[config.mk]
export PLATFORM = sky130hd
export DESIGN_NAME = irq_cpu_gate
export DESIGN_NICKNAME = d
export VERILOG_FILES = /design/src/rtl/irqc_pkg.sv /design/src/rtl/irqc_prio_stack.sv /design/src/rtl/irqc_gate.sv /design/src/rtl/irq_cpu_gate.sv
export SDC_FILE = /design/constraint.sdc
export NUM_CORES = 1
export LEC_CHECK = 0
export BUFFER_PORTS_ARGS = -buffer_cell sky130_fd_sc_hd__buf_2
export CELL_PAD_IN_SITES_DETAIL_PLACEMENT = 1
export CELL_PAD_IN_SITES_GLOBAL_PLACEMENT = 1
export CORE_UTILIZATION = 49
export DETAILED_ROUTE_END_ITERATION = 12
export PLACE_DENSITY_LB_ADDON = 0.25
export SYNTH_ARGS = -nofsm -noshare
export SYNTH_HDL_FRONTEND = slang
export SYNTH_SLANG_ARGS = --single-unit
[constraint.sdc]
create_clock -name clk -period 9.1 [get_ports clk]
set_input_delay 1.82 -clock clk [delete_from_list [all_inputs] [get_ports clk]]
set_output_delay 1.82 -clock clk [all_outputs]
set_load 0.02 [all_outputs]
[src/rtl/irqc_pkg.sv]
package irqc_pkg;
   // Policy for how an end-of-interrupt write selects the entry to retire.
   typedef enum logic {
      EOI_POP_TOP_ANY  = 1'b0,
      EOI_POP_ON_MATCH = 1'b1
   } eoi_policy_e;
endpackage

[src/rtl/irqc_prio_stack.sv]
module irqc_prio_stack #(
   parameter int DEPTH  = 4,
   parameter int PRIO_W = 8,
   parameter int ID_W   = 10
) (
   input  logic                         clk,
   input  logic                         rst_n,
   input  logic                         push,
   input  logic                         pop,
   input  logic [PRIO_W-1:0]            push_prio,
   input  logic [ID_W-1:0]              push_id,
   output logic [PRIO_W-1:0]            top_prio,
   output logic [ID_W-1:0]              top_id,
   output logic [$clog2(DEPTH+1)-1:0]   level,
   output logic                         empty,
   output logic                         full
);
   localparam int LVL_W = $clog2(DEPTH+1);
   localparam logic [PRIO_W-1:0] IDLE_PRIO = {PRIO_W{1'b1}};

   if (DEPTH < 1) begin : g_bad_depth
      $error("irqc_prio_stack: DEPTH must be at least 1");
   end

   logic [LVL_W-1:0]  lvl_q;
   logic [PRIO_W-1:0] ent_p [DEPTH];
   logic [ID_W-1:0]   ent_i [DEPTH];

   always_ff @(posedge clk or negedge rst_n) begin
      if (!rst_n) begin
         lvl_q <= '0;
      end else if (push && !pop) begin
         lvl_q <= lvl_q + LVL_W'(1);
      end else if (pop && !push) begin
         lvl_q <= lvl_q - LVL_W'(1);
      end
   end

   for (genvar gi = 0; gi < DEPTH; gi++) begin : g_entry
      logic wr_here;
      // Plain push writes slot lvl; push with pop replaces the top slot.
      assign wr_here = push && ((!pop && (lvl_q == LVL_W'(gi))) ||
                                ( pop && (lvl_q == LVL_W'(gi + 1))));
      always_ff @(posedge clk or negedge rst_n) begin
         if (!rst_n) begin
            ent_p[gi] <= IDLE_PRIO;
            ent_i[gi] <= '0;
         end else if (wr_here) begin
            ent_p[gi] <= push_prio;
            ent_i[gi] <= push_id;
         end
      end
   end

   always_comb begin
      top_prio = IDLE_PRIO;
      top_id   = '0;
      for (int i = 0; i < DEPTH; i++) begin
         if (lvl_q == LVL_W'(i + 1)) begin
            top_prio = ent_p[i];
            top_id   = ent_i[i];
         end
      end
   end

   assign level = lvl_q;
   assign empty = (lvl_q == '0);
   assign full  = (lvl_q == LVL_W'(DEPTH));
endmodule

[src/rtl/irqc_gate.sv]
module irqc_gate #(
   parameter int PRIO_W = 8
) (
   input  logic              cand_valid,
   input  logic [PRIO_W-1:0] cand_prio,
   input  logic [PRIO_W-1:0] mask,
   input  logic [PRIO_W-1:0] run_prio,
   input  logic              stk_empty,
   input  logic              stk_full,
   output logic              pass_mask,
   output logic              pass_preempt,
   output logic              signallable
);
   if (PRIO_W < 1 || PRIO_W > 16) begin : g_bad_prio
      $error("irqc_gate: PRIO_W out of range");
   end

   assign pass_mask    = cand_valid && (cand_prio < mask);
   assign pass_preempt = stk_empty || (cand_prio < run_prio);
   assign signallable  = pass_mask && pass_preempt && !stk_full;
endmodule

[src/rtl/irq_cpu_gate.sv]
module irq_cpu_gate
   import irqc_pkg::*;
#(
   parameter int          ID_W        = 10,
   parameter int          PRIO_W      = 8,
   parameter int          STACK_DEPTH = 4,
   parameter eoi_policy_e EOI_POLICY  = EOI_POP_ON_MATCH
) (
   input  logic              clk,
   input  logic              rst_n,
   input  logic              cand_valid,
   input  logic [ID_W-1:0]   cand_id,
   input  logic [PRIO_W-1:0] cand_prio,
   input  logic              mask_wr,
   input  logic [PRIO_W-1:0] mask_wdata,
   input  logic              ack_rd,
   output logic [ID_W-1:0]   ack_id,
   input  logic              eoi_wr,
   input  logic [ID_W-1:0]   eoi_id,
   output logic              irq_out,
   output logic              dist_ack_valid,
   output logic [ID_W-1:0]   dist_ack_id,
   output logic [PRIO_W-1:0] running_prio
);
   localparam int              LVL_W       = $clog2(STACK_DEPTH + 1);
   localparam logic [ID_W-1:0] SPURIOUS_ID = {ID_W{1'b1}};

   if (ID_W < 2) begin : g_bad_id
      $error("irq_cpu_gate: ID_W must be at least 2");
   end

   logic [PRIO_W-1:0] mask_q;
   logic              irq_q;
   logic [PRIO_W-1:0] stk_top_prio;
   logic [ID_W-1:0]   stk_top_id;
   logic [LVL_W-1:0]  stk_level;
   logic              stk_empty, stk_full;
   logic              pass_mask, pass_preempt, sig;
   logic              claim, retire, eoi_hit;

   always_ff @(posedge clk or negedge rst_n) begin
      if (!rst_n)       mask_q <= '0;
      else if (mask_wr) mask_q <= mask_wdata;
   end

   irqc_gate #(.PRIO_W(PRIO_W)) u_gate (
      .cand_valid  (cand_valid),
      .cand_prio   (cand_prio),
      .mask        (mask_q),
      .run_prio    (stk_top_prio),
      .stk_empty   (stk_empty),
      .stk_full    (stk_full),
      .pass_mask   (pass_mask),
      .pass_preempt(pass_preempt),
      .signallable (sig)
   );

   if (EOI_POLICY == EOI_POP_ON_MATCH) begin : g_eoi_match
      assign eoi_hit = (eoi_id == stk_top_id);
   end else begin : g_eoi_any
      assign eoi_hit = 1'b1;
   end

   assign claim  = ack_rd && sig;
   assign retire = eoi_wr && !stk_empty && eoi_hit;

   irqc_prio_stack #(
      .DEPTH (STACK_DEPTH),
      .PRIO_W(PRIO_W),
      .ID_W  (ID_W)
   ) u_stack (
      .clk      (clk),
      .rst_n    (rst_n),
      .push     (claim),
      .pop      (retire),
      .push_prio(cand_prio),
      .push_id  (cand_id),
      .top_prio (stk_top_prio),
      .top_id   (stk_top_id),
      .level    (stk_level),
      .empty    (stk_empty),
      .full     (stk_full)
   );

   // Re-evaluated every cycle; forced low for the cycle after an acknowledge.
   always_ff @(posedge clk or negedge rst_n) begin
      if (!rst_n) irq_q <= 1'b0;
      else        irq_q <= sig && !ack_rd;
   end

   assign irq_out        = irq_q;
   assign ack_id         = sig ? cand_id : SPURIOUS_ID;
   assign dist_ack_valid = claim;
   assign dist_ack_id    = cand_id;
   assign running_prio   = stk_top_prio;
endmodule

==> out/results.ini <==
[global_route]
grt_overflow=0
first_global_vias=3700
track_usage=0.262
grt_max_degree=85
antenna_found_initial=0
grt_pass1_wl_um=19800

[yosys]
synth.avg_cell_area_um2=11.5
yosys.area_share.simple=0.104
synth-main-ff-cell=dfrtp_1
netlist_area_mm2=0.00472
synthArstFlopShare=1.00
synth_cell_type_count=51
synth_xor_area_frac=0.0185
synth_edf_count=0
synth_nets=475
synthMuxAreaShare=0.196
ys_seq_area_frac=0.453
synth_seq_cells=84
ys_warn_count=0
synth_top_family_by_area=multiplexers
syn_inst=412
synthAdderAreaFrac=0.0556
synth_compound_area_frac=0.110

[timing]
grt_setup_unrepaired=false
period_needed_ns=6.72
finClkSkew_ns=0.0128
tns_ns=0
setup_viol=0
hold_viol=0
relSlewSlack=0.283
maxSlewViolCount=0
worst_slew_pin_slew_ns=1.07
clock.fmax_mhz=149
hold-worst-slack_ns=0.498
period_share=0.738

[clocking]
cts_tree=yes
clock_sinks=84
cts_max_path_buffers=2
root_buffer=clkbuf_8
clkTransAtPathRegs_ns=0.08
cts_buffers=9
cts_resized=0
clkLatencyLatePin_ns=0.37
postCtsSetupBuffers=0
ctsHoldBuffers=0
cts_max_level=3

[setup_path]
path_max_fanout=19
cp_cell_sequence=clkinv_1, ha_1, nand2b_1, o221a_2, inv_1, ha_1, nand4_1, nor2_1, o41ai_1, a21oi_1, nor2_1, and2_1, buf_2
cp.required_ns=7.28
crit_path_start_kind=register
worst-path-buf-inv=3
cp_slowest_cell=a21oi_1
arrival_ns=4.90
end_kind=output pin
slowest_delay_ns=0.85
crit_type=register to output pin
critPathTopFamily=compound AO/OA/AOI/OAI gates

[status]
status=finished clean

[finish]
layout.nets=531
final_common_cell=buf_2
drive_gt1_frac=0.347
area_delta_synth_final_pct=12.3
n_antenna_cell=0
final_cell_mix=buf_2 (70), dfrtp_1 (52), mux2_1 (44), dfstp_2 (32), nand2_1 (29)

[min_path]
hold_class=register to register

[routing]
wl_per_cell_um=19.9
drt-total-wl_um=12000
first_pass_iters=4
via_count=3411
dr.first_iter.drc_count=152
drc_errors=0
ant_nets=0
via_per_inst=5.67

[floorplanning]
coreArea_mm2=0.00928
fp.dieW_um=100
start_util=0.509
ios=72
die_h_um=100
fp-row-count=35
dieArea_mm2=0.0100

[placement]
io_buffer_count=71
dp_hpwl_um=8190
gp_congestion=0.818

[power]
peakVddDrop_v=0.000194
power_leakage_nw=2.52
p_per_area_mw_per_mm2=288

[run]
max-cap-violations=0

cells in the mapped netlist (all sizes together) (3+ instances only):
cell / count / area, um^2
dfstp: 32 / 841
o221a: 6 / 67.6
dfrtp: 52 / 1300
buf: 22 / 161
nor2: 14 / 52.6
nor3: 3 / 15.0
inv: 27 / 101
ha: 21 / 263
nand4: 3 / 18.8
xor2: 7 / 61.3
nand2: 29 / 109
xnor2: 3 / 26.3
o21ai: 16 / 83.8
or3: 11 / 68.8
o211ai: 8 / 60.1
nand3: 4 / 30.0
nand3b: 4 / 30.0
mux2: 75 / 927
a21oi: 28 / 140
a221oi: 9 / 78.8
nor2b: 4 / 25.0
nor3b: 6 / 56.3
clkbuf: 7 / 26.3
power breakdown:
part / internal, mW / leakage (nW) / total, mW / switching [mW]
clock network: 0.163 / 0.110 / 0.307 / 0.143
logic: 0.262 / 1.39 / 0.643 / 0.381
registers: 0.508 / 1.02 / 0.576 / 0.0680
area by class of cell:
type | instances | area [um^2]
Tap cell | 129 | 161
Clock inverter | 5 | 85.1
Multi-Input combinational cell | 271 | 2290
Timing Repair Buffer | 74 | 380
Fill cell | 1022 | 3980
Clock buffer | 11 | 141
Sequential cell | 84 | 2140
Inverter | 28 | 105
per-stage QoR:
step | cell area (um^2) | utilization | instances | worst slack [ns] | power (mW)
after global routing | 5310 | 0.571 | 602 | 2.02 | 1.62
after CTS | 5310 | 0.571 | 602 | 2.48 | 1.53
after global placement | 5080 | 0.547 | 586 | 3.11 | 1.18
after detailed placement | 5080 | 0.547 | 586 | 2.84 | 1.22
final | 5310 | 0.571 | 602 | 2.38 | 1.53
after floorplan | 4720 | - | 412 | 3.51 | 1.02
cells by family after synthesis:
kind of cell | count (synthesis)
muxes | 75
AOI/OAI and AO/OA | 78
xor gates and xnor gates | 10
buffers and inverters | 57
DFF | 84
and+or+nand+nor | 87
adders and majority gates | 21
per-layer routing:
layer / GRT usage / wire length (um) / vias up
met1: 0.334 / 5300 / 1731
li1: - / - / 1573
met3: 0.0515 / 445 / 25
met4: 0.0847 / 191 / 0
met5: 0 / 0 / -
met2: 0.449 / 6060 / 82
sequential cells by signal, indices dropped and copies added (netlist names):
register,cells
irq_out,1
u_stack.ent_i,40
u_stack.ent_p,32
mask_q,8
u_stack.level,3
worst register-to-register path, cell delays in order (launching register included):
cell and delay [ns]:
dfrtp_1 0.70, clkinv_1 0.41, ha_1 0.55, nand2b_1 0.42, o221a_2 0.29, inv_1 0.05
ha_1 0.31, a21oi_1 0.15, nand2_1 0.07, a211oi_1 0.31, a21oi_1 0.38, nor2_1 0.29
and2_1 0.22, nand3_2 0.53, mux2_1 0.55
path summary, 6_finish.rpt:
check                                  start                 to  slack (ns)  depth (start not counted)
hold / removal             u_stack.ent_i[36]  u_stack.ent_i[36]        0.50                          1
min in group asynchronous              rst_n   u_stack.ent_i[7]        1.60                          1
hold reg to reg            u_stack.ent_i[36]  u_stack.ent_i[36]        0.50                          1
max in group asynchronous              rst_n  u_stack.ent_i[29]        6.75                          1
setup reg to reg            u_stack.level[2]   u_stack.ent_i[8]        3.76                         14
setup / recovery            u_stack.level[2]     dist_ack_valid        2.38                         13
Power figures use the tool's default switching activity.
